==> src/rtl/rsync_pkg.sv <==
package rsync_pkg;

    // Width of the status code field at the top of each status word.
    localparam int CODE_W = 4;

    localparam logic [CODE_W-1:0] ST_EMPTY  = 4'hA;
    localparam logic [CODE_W-1:0] ST_FULL   = 4'h4;
    localparam logic [CODE_W-1:0] ST_PARKED = 4'hF;

    typedef enum logic [0:0] {
        PH_IDLE = 1'b0,
        PH_SCAN = 1'b1
    } phase_e;

    typedef struct packed {
        logic empty;
        logic full;
        logic parked;
    } class_t;

endpackage

==> src/rtl/rsync_classify.sv <==
module rsync_classify
    import rsync_pkg::*;
#(
    parameter int STAT_W = 32
) (
    input  logic [STAT_W-1:0] word_i,
    output class_t            cls_o
);

    localparam int LOW_W = STAT_W - CODE_W;

    logic [CODE_W-1:0] code;
    logic              unused_low;

    assign code       = word_i[STAT_W-1 -: CODE_W];
    assign unused_low = ^word_i[LOW_W-1:0];

    always_comb begin
        cls_o        = '0;
        cls_o.empty  = (code == ST_EMPTY);
        cls_o.full   = (code == ST_FULL);
        cls_o.parked = (code == ST_PARKED);
    end

endmodule

==> src/rtl/rsync_issue.sv <==
module rsync_issue #(
    parameter int IDX_W = 8
) (
    input  logic             clk,
    input  logic             rst_n,
    input  logic             launch_i,
    input  logic [IDX_W-1:0] tail_i,
    input  logic             kill_i,
    output logic             rd_en_o,
    output logic [IDX_W-1:0] rd_addr_o
);

    localparam int RING  = 1 << IDX_W;
    localparam int CNT_W = IDX_W + 1;
    localparam logic [CNT_W-1:0] CNT_LAP = CNT_W'(RING);

    typedef struct packed {
        logic             act;
        logic [IDX_W-1:0] addr;
        logic [CNT_W-1:0] cnt;
    } iss_t;

    iss_t iss_d, iss_q;

    always_comb begin
        iss_d = iss_q;
        if (kill_i) begin
            iss_d.act = 1'b0;
        end else if (launch_i) begin
            iss_d.act  = 1'b1;
            iss_d.addr = tail_i;
            iss_d.cnt  = CNT_W'(1);
        end else if (iss_q.act) begin
            if (iss_q.cnt == CNT_LAP) begin
                iss_d.act = 1'b0;
            end else begin
                iss_d.addr = iss_q.addr + 1'b1;
                iss_d.cnt  = iss_q.cnt + 1'b1;
            end
        end
    end

    always_ff @(posedge clk) begin
        if (!rst_n) iss_q <= '0;
        else        iss_q <= iss_d;
    end

    assign rd_en_o   = iss_q.act;
    assign rd_addr_o = iss_q.addr;


    issue_cap_chk: assert property (@(posedge clk) disable iff (!rst_n)
        iss_q.act |-> (iss_q.cnt != '0) && (iss_q.cnt <= CNT_LAP));

endmodule

==> src/rtl/rsync_track.sv <==
module rsync_track #(
    parameter int IDX_W = 8
) (
    input  logic             clk,
    input  logic             rst_n,
    input  logic             launch_i,
    input  logic             rd_en_i,
    output logic             resp_vld_o,
    output logic [IDX_W-1:0] resp_off_o
);

    typedef struct packed {
        logic             vld;
        logic [IDX_W-1:0] off;
    } trk_t;

    trk_t trk_d, trk_q;

    always_comb begin
        trk_d     = trk_q;
        trk_d.vld = rd_en_i;
        if (launch_i)       trk_d.off = '0;
        else if (trk_q.vld) trk_d.off = trk_q.off + 1'b1;
    end

    always_ff @(posedge clk) begin
        if (!rst_n) trk_q <= '0;
        else        trk_q <= trk_d;
    end

    assign resp_vld_o = trk_q.vld;
    assign resp_off_o = trk_q.off;

endmodule

==> src/rtl/rsync_scan.sv <==
module rsync_scan
    import rsync_pkg::*;
#(
    parameter int IDX_W  = 8,
    parameter int STAT_W = 32
) (
    input  logic              clk,
    input  logic              rst_n,
    input  logic              irq_pend_i,
    input  logic              start_i,
    input  logic [IDX_W-1:0]  tail_i,
    output logic              rd_en_o,
    output logic [IDX_W-1:0]  rd_addr_o,
    input  logic [STAT_W-1:0] rd_data_i,
    output logic              done_o,
    output logic              found_o,
    output logic [IDX_W-1:0]  new_idx_o
);

    typedef struct packed {
        phase_e           ph;
        logic [IDX_W-1:0] tail;
        logic             done;
        logic             found;
        logic [IDX_W-1:0] idx;
    } ctl_t;

    ctl_t ctl_d, ctl_q;

    logic             launch;
    logic             kill;
    logic             resp_vld;
    logic [IDX_W-1:0] resp_off;
    class_t           cls;
    logic             at_tail;
    logic             last_off;

    rsync_issue #(.IDX_W(IDX_W)) u_issue (
        .clk       (clk),
        .rst_n     (rst_n),
        .launch_i  (launch),
        .tail_i    (tail_i),
        .kill_i    (kill),
        .rd_en_o   (rd_en_o),
        .rd_addr_o (rd_addr_o)
    );

    rsync_track #(.IDX_W(IDX_W)) u_track (
        .clk        (clk),
        .rst_n      (rst_n),
        .launch_i   (launch),
        .rd_en_i    (rd_en_o),
        .resp_vld_o (resp_vld),
        .resp_off_o (resp_off)
    );

    rsync_classify #(.STAT_W(STAT_W)) u_classify (
        .word_i (rd_data_i),
        .cls_o  (cls)
    );

    assign at_tail  = (resp_off == '0);
    assign last_off = &resp_off;

    always_comb begin
        ctl_d      = ctl_q;
        ctl_d.done = 1'b0;
        launch     = 1'b0;
        kill       = 1'b0;
        unique case (ctl_q.ph)
            PH_IDLE: begin
                if (start_i && irq_pend_i) begin
                    launch     = 1'b1;
                    ctl_d.ph   = PH_SCAN;
                    ctl_d.tail = tail_i;
                end
            end
            PH_SCAN: begin
                if (resp_vld) begin
                    if (at_tail) begin
                        // The tail must be empty for a resync to make sense.
                        if (!cls.empty) begin
                            kill        = 1'b1;
                            ctl_d.ph    = PH_IDLE;
                            ctl_d.done  = 1'b1;
                            ctl_d.found = 1'b0;
                            ctl_d.idx   = ctl_q.tail;
                        end
                    end else if (cls.full) begin
                        kill        = 1'b1;
                        ctl_d.ph    = PH_IDLE;
                        ctl_d.done  = 1'b1;
                        ctl_d.found = 1'b1;
                        ctl_d.idx   = ctl_q.tail + resp_off;
                    end else if (last_off) begin
                        kill        = 1'b1;
                        ctl_d.ph    = PH_IDLE;
                        ctl_d.done  = 1'b1;
                        ctl_d.found = 1'b0;
                        ctl_d.idx   = ctl_q.tail;
                    end
                end
            end
            default: ctl_d.ph = PH_IDLE;
        endcase
    end

    always_ff @(posedge clk) begin
        if (!rst_n) ctl_q <= '0;
        else        ctl_q <= ctl_d;
    end

    assign done_o    = ctl_q.done;
    assign found_o   = ctl_q.found;
    assign new_idx_o = ctl_q.idx;


    no_unarmed_launch_chk: assert property (@(posedge clk) disable iff (!rst_n)
        (ctl_q.ph == PH_IDLE && start_i && !irq_pend_i) |=> !rd_en_o);


    read_in_scan_chk: assert property (@(posedge clk) disable iff (!rst_n)
        rd_en_o |-> (ctl_q.ph == PH_SCAN));


    found_moves_chk: assert property (@(posedge clk) disable iff (!rst_n)
        (done_o && found_o) |-> (new_idx_o != ctl_q.tail));


    miss_keeps_tail_chk: assert property (@(posedge clk) disable iff (!rst_n)
        (done_o && !found_o) |-> (new_idx_o == ctl_q.tail));


    done_pulse_chk: assert property (@(posedge clk) disable iff (!rst_n)
        done_o |=> !done_o);


    result_hold_chk: assert property (@(posedge clk) disable iff (!rst_n)
        !done_o |-> ($stable(found_o) && $stable(new_idx_o)));

endmodule

==> config.mk <==
export PLATFORM = sky130hd
export DESIGN_NAME = rsync_scan
export DESIGN_NICKNAME = d
export VERILOG_FILES = /design/src/rtl/rsync_pkg.sv /design/src/rtl/rsync_classify.sv /design/src/rtl/rsync_issue.sv /design/src/rtl/rsync_track.sv /design/src/rtl/rsync_scan.sv
export SDC_FILE = /design/constraint.sdc
export NUM_CORES = 1
export LEC_CHECK = 0
export BUFFER_PORTS_ARGS = -buffer_cell sky130_fd_sc_hd__buf_2
export CAP_MARGIN = 0
export CORE_MARGIN = 3
export CORE_UTILIZATION = 45
export DETAILED_ROUTE_END_ITERATION = 6
export GPL_TIMING_DRIVEN = 0
export HOLD_SLACK_MARGIN = 0.08
export PLACE_DENSITY = 0.68
export SLEW_MARGIN = 20
export SYNTH_ARGS = -nofsm -noshare
export SYNTH_HDL_FRONTEND = slang
export SYNTH_HIERARCHICAL = 1
export SYNTH_SLANG_ARGS = --single-unit
==> constraint.sdc <==
create_clock -name clk -period 3.7 [get_ports clk]
set_input_delay 0.74 -clock clk [delete_from_list [all_inputs] [get_ports clk]]
set_output_delay 0.74 -clock clk [all_outputs]
set_load 0.01 [all_outputs]
# --- Word level (Yosys, flattened, before mapping) ---
# Cells that the tools add are included.
classes:
  add_sub_neg: 4
  n_mul: 0
  div: 0
  magnitude_cmp: 0
  eq_ne: 5
  n_shift: 0
  muxes: 23
  bitwise: 3
  reduce_logical: 11
op_table:
  columns: ["op", "n"]
  rows:
  - ["2-to-1 mux 10 bit", 4]
  - ["2-to-1 mux 18 bit", 2]
  - ["2-to-1 mux 17 bit", 1]
  - ["adder 8 x 1 -> 8 bit (second input constant)", 2]
  - ["2-to-1 mux 1 bit", 14]
  - ["adder 9 x 1 -> 9 bit (second input constant)", 1]
  - ["equality test 9 bit (second input constant)", 1]
  - ["2-to-1 mux 9 bit", 1]
  - ["adder 8 bit", 1]
  - ["logical NOT 8 bit", 1]
  - ["AND reduction 8 bit", 1]
  - ["AND reduction 3 bit", 2]
  - ["equality test 4 x 3 -> 1 bit (second input constant)", 1]
  - ["equality test 4 bit (second input constant)", 1]
  - ["inequality test 2 bit (second input constant)", 2]
  - ["AND reduction 4 bit", 1]
  - ["OR reduction 2 bit", 2]
  - ["inverter 1 bit", 3]
  - ["nonzero test 3 bit", 1]
  - ["one-hot mux 1 bit (2 select lines)", 1]
  - ["AND reduction 2 bit", 1]
  - ["nonzero test 2 bit", 1]
  - ["logical AND 1 bit", 1]
word_totals:
  reg_bits: 46
  latchBits: 0
  ram_bits: 0
  romBits: 0
  in_bits: 44
  output_inout_bits: 19
  word_cells: 56
  memories: 0

# --- Longest topological paths before layout ---
depth:
  word_depth: 8
  ltp_mapped: 10
  depth_no_buf: 8

# --- Hierarchy ---
# Netlist, hierarchy kept.
modules_own_cells:
  columns: ["mod", "n_inst", "cells_each", "area_each_um2", "seq_area_each_um2"]
  rows:
  - ["rsync_scan", 1, 158, 1293.7, 380.4]
  - ["rsync_issue", 1, 136, 1074.8, 360.3]
  - ["rsync_track", 1, 40, 365.4, 180.2]
  - ["rsync_classify", 1, 3, 36.3, 0.0]

# --- Least setup slack after synthesis ---
# OpenSTA, ideal clock, no wires.
synth_timing:
  path_kind: "input to register"
  from: "input rd_data_i[29]"
  to: "register u_issue.iss_q, in the netlist u_issue/rd_addr_o[6]"
  setup_time_ps: 117
  t_arrival_ps: 2646
  t_required_ps: 3583
  setup_slack_ps: 937
  path_stages: 10
  path_buffers: 3
  cell_sequence: "nor4b_2 clkbuf_1 a21bo_2 a31oi_4 buf_6 nand2b_1 o31ai_1 buf_2 a32oi_1 nor2_1"
synth_between:
  elab_chain_len: 7
  elab_cells_between_ends: 9
  cone_classes: "2 x eq/ne; 5 x mux; 1 x bitwise; 1 x reduce/logical"
synth_lines:
  columns: ["item", "line", "rtl"]
  rows:
  - ["start, declared", "rsync_scan.sv:14", "input logic [STAT_W-1:0] rd_data_i,"]
  - ["equality test 4 x 3 -> 1 bit / equality test 4 bit (equally long branches)", "rsync_classify.sv:21, rsync_classify.sv:20", null]
  - ["2-to-1 mux 1 bit (on tied branches)", "rsync_scan.sv:89, rsync_scan.sv:82", null]
  - ["2-to-1 mux 1 bit (*)", "rsync_scan.sv:80", "if (at_tail) begin"]
  - ["2-to-1 mux 1 bit (*)", "rsync_scan.sv:79", "if (resp_vld) begin"]
  - ["2-to-1 mux 1 bit (*)", "rsync_scan.sv:70", "unique case (ctl_q.ph)"]
  - ["via kill", "rsync_scan.sv:31", "logic kill;"]
  - ["inverter 1 bit (no source line) (*)", null, null]
  - ["AND reduction 3 bit (no source line) (*)", null, null]
  - ["end signal, assigned", "rsync_issue.sv:45", "else iss_q <= iss_d;"]
  - ["end, declared", "rsync_issue.sv:23", "iss_t iss_d, iss_q;"]
# Mark *: on every way through the listed nets, which the timed path passes. The rest lies on a longest branch.
# A chain may end at the register's enable or synchronous reset.

==> metrics <==
fin crit share=79.1%; RSZ-0062 raised after global routing=no; DR iter-0 viols=209; Filler Cell Count=551; crit-path most repeated cell=buf_2; Max Fanout on Critical Path=16; Post-route DRC=0; post-CTS setup buffer count=0; R2R Path Start=ctl_q[18]$_SDFF_PN0_; Leak=0.00125 uW; share of layout cells above drive strength 1=22.2%; Max Clk Rate=342 MHz; Via density=5.62; antenna violations before repair=0; via count=2528; Cell Rows=27; arrival time worst endpoint=3.13 ns; DP HPWL=4.84 mm; die height=84.3 um; Final setup viols=0; CP startpoint kind=input pin; Root Driver=clkbuf_8; core footprint=0.00571 mm2; PD cells=358 mW/mm2; Reg2Reg Setup Slack=1.10 ns; Max VDD drop=275 uV; max_slew headroom=56.6%; Max Clock Skew=0.0103 ns; I/O Buffers=34; clock tree buffer depth=2; worst path bufs/invs=4; clk sink count=46; Slew @ Worst Pin=0.649 ns; CP Capture Type=flip-flop; Critical Path Start=rd_data_i[29]; IO Pins=63; CP delay by family, top=compound AO/OA/AOI/OAI gates; Chip Width=84.3 um; Post-Syn Instances=336; Crit path largest cell delay=0.35 ns; pin count of the biggest net entering global routing=17; First-pass DRT Iterations=5; number of global-route vias before repair=2248; Starting Density=48.4%; GPL Wtd Cong=0.858; Crit-path slowest cell=clkbuf_1; post-CTS sizing=0; final instance area=0.00316 mm2; clock-pin slew on the worst setup and hold paths=0.09 ns; n_diodes=0; final core occ=55.4%; WS Path Type=in -> reg; reg2reg end=u_issue/iss_q[3]$_SDFFE_PN0P_; Area Growth Syn to Fin=14.6%; CTS Buf Count=5; wire per inst=14.3 um; worst setup path end=u_issue/rd_addr_o[6]$_SDFFE_PN0P_; number of cells on the critical path=11; DRT antenna net count=0; Hold Vio Cnt, Final=0; Avg Inst Size Synth=8.22 um2; synth warn=6; full die area=0.00711 mm2; setup TNS=0 ns; status=complete, no violations; GRT Residual Overflow=0; Slew Limit Fails=0; gr usage total=18.5%; final worst path period need=2.93 ns; Synth Cell Area=0.00276 mm2; max_cap viols=0; Syn Nets=392; wirelength, routed=6.41 mm; TritonCTS clock tree=yes; first-pass GRT wire length=10.8 mm; Hold Path Class=reg -> reg; Skew-Pair Late Insertion Delay=0.31 ns; Req. time, crit path=3.91 ns; crit-path cells=buf_2 > nor4b_2 > clkbuf_1 > a21bo_2 > a31oi_4 > buf_6 > nand2b_1 > o31ai_1 > buf_2 > a32oi_1 > nor2_1; placed cell areas=0.00302 mm2; fin nets=433; H-Tree Depth=2; Hold-fix buffers, CTS=0; Worst R2R Path Depth=8
flip-flops by register name (all words and copies together) (netlist names):
register	count
u_issue/rd_addr_o	8
u_issue/iss_q	9
u_track/resp_off_o	8
new_idx_o	8
u_issue/rd_en_o	1
u_track/resp_vld_o	1
ctl_q	9
done_o	1
found_o	1
cell type report:
type | count | area [um2] | share of cell area, %
Clock buffer | 6 | 82.6 | 2.61
Sequential cell | 46 | 921 | 29.1
Timing Repair Buffer | 34 | 170 | 5.38
Clock inverter | 2 | 60.1 | 1.90
Inverter | 11 | 41.3 | 1.30
Tap cell | 72 | 90.1 | 2.85
Buffer | 28 | 190 | 6.01
Multi-Input combinational cell | 251 | 1610 | 50.9
stage by stage:
step | total power, uW | worst slack [ns] | std cells | hold WS, ns
2_1_floorplan | 633 | 0.937 | 336 | 0.450
3_3_place_gp | 678 | 0.479 | 442 | 0.467
3_5_place_dp | 679 | 0.468 | 442 | 0.468
4_1_cts | 1140 | 0.808 | 450 | 0.482
5_1_grt | 1180 | 0.572 | 450 | 0.521
6_report | 1130 | 0.774 | 450 | 0.479
cells in the final DEF (no fill, tap or decap), types with 3 or more instances in the layout:
cell	count
and3_1	3
inv_1	10
and2_1	4
nand4_1	9
nor3_1	4
nand2b_1	4
buf_2	36
a211oi_1	5
o21ai_0	18
buf_4	18
nand2_1	41
a221oi_1	3
nor4b_1	3
nand3_1	15
xor2_1	5
ha_1	11
clkbuf_1	6
clkbuf_8	6
xnor2_1	4
or3_1	7
a21oi_1	30
a31oi_1	4
nor2_1	29
dfxtp_1	46
a22oi_1	4
o31ai_1	3
routing by layer:
| layer | global-route usage (%) | wire length [um] | part of all wire (%) | vias up |
|---|---|---|---|---|
| met5 | 0 | 0 | 0 | - |
| met1 | 25.7 | 3070 | 48 | 1165 |
| li1 | - | - | - | 1290 |
| met4 | 7.77 | 73 | 1.1 | 0 |
| met2 | 28.0 | 2860 | 45 | 66 |
| met3 | 3.53 | 407 | 6.3 | 7 |
worst min-delay path, cell delays in order, from the launching register on:
cell	delay (ns)
dfxtp_1	0.32
nand2b_1	0.06
a21oi_1	0.06
worst min path at each step:
stage,start,end,slack [ns],depth (start not counted)
2_1_floorplan,ctl_q[13]$_SDFFE_PN0P_,ctl_q[13]$_SDFFE_PN0P_,0.45,2
3_3_place_gp,found_o$_SDFFE_PN0P_,found_o$_SDFFE_PN0P_,0.47,2
3_5_place_dp,found_o$_SDFFE_PN0P_,found_o$_SDFFE_PN0P_,0.47,2
4_1_cts,found_o$_SDFFE_PN0P_,found_o$_SDFFE_PN0P_,0.48,2
5_1_grt,found_o$_SDFFE_PN0P_,found_o$_SDFFE_PN0P_,0.52,2
6_report,found_o$_SDFFE_PN0P_,found_o$_SDFFE_PN0P_,0.48,2
power by group:
group	total [uW]	switching [uW]	internal (uW)
clock network	464	176	288
logic	136	76.4	59.6
registers	532	21.9	511
Note: power is estimated with default switching activity, not from simulation.
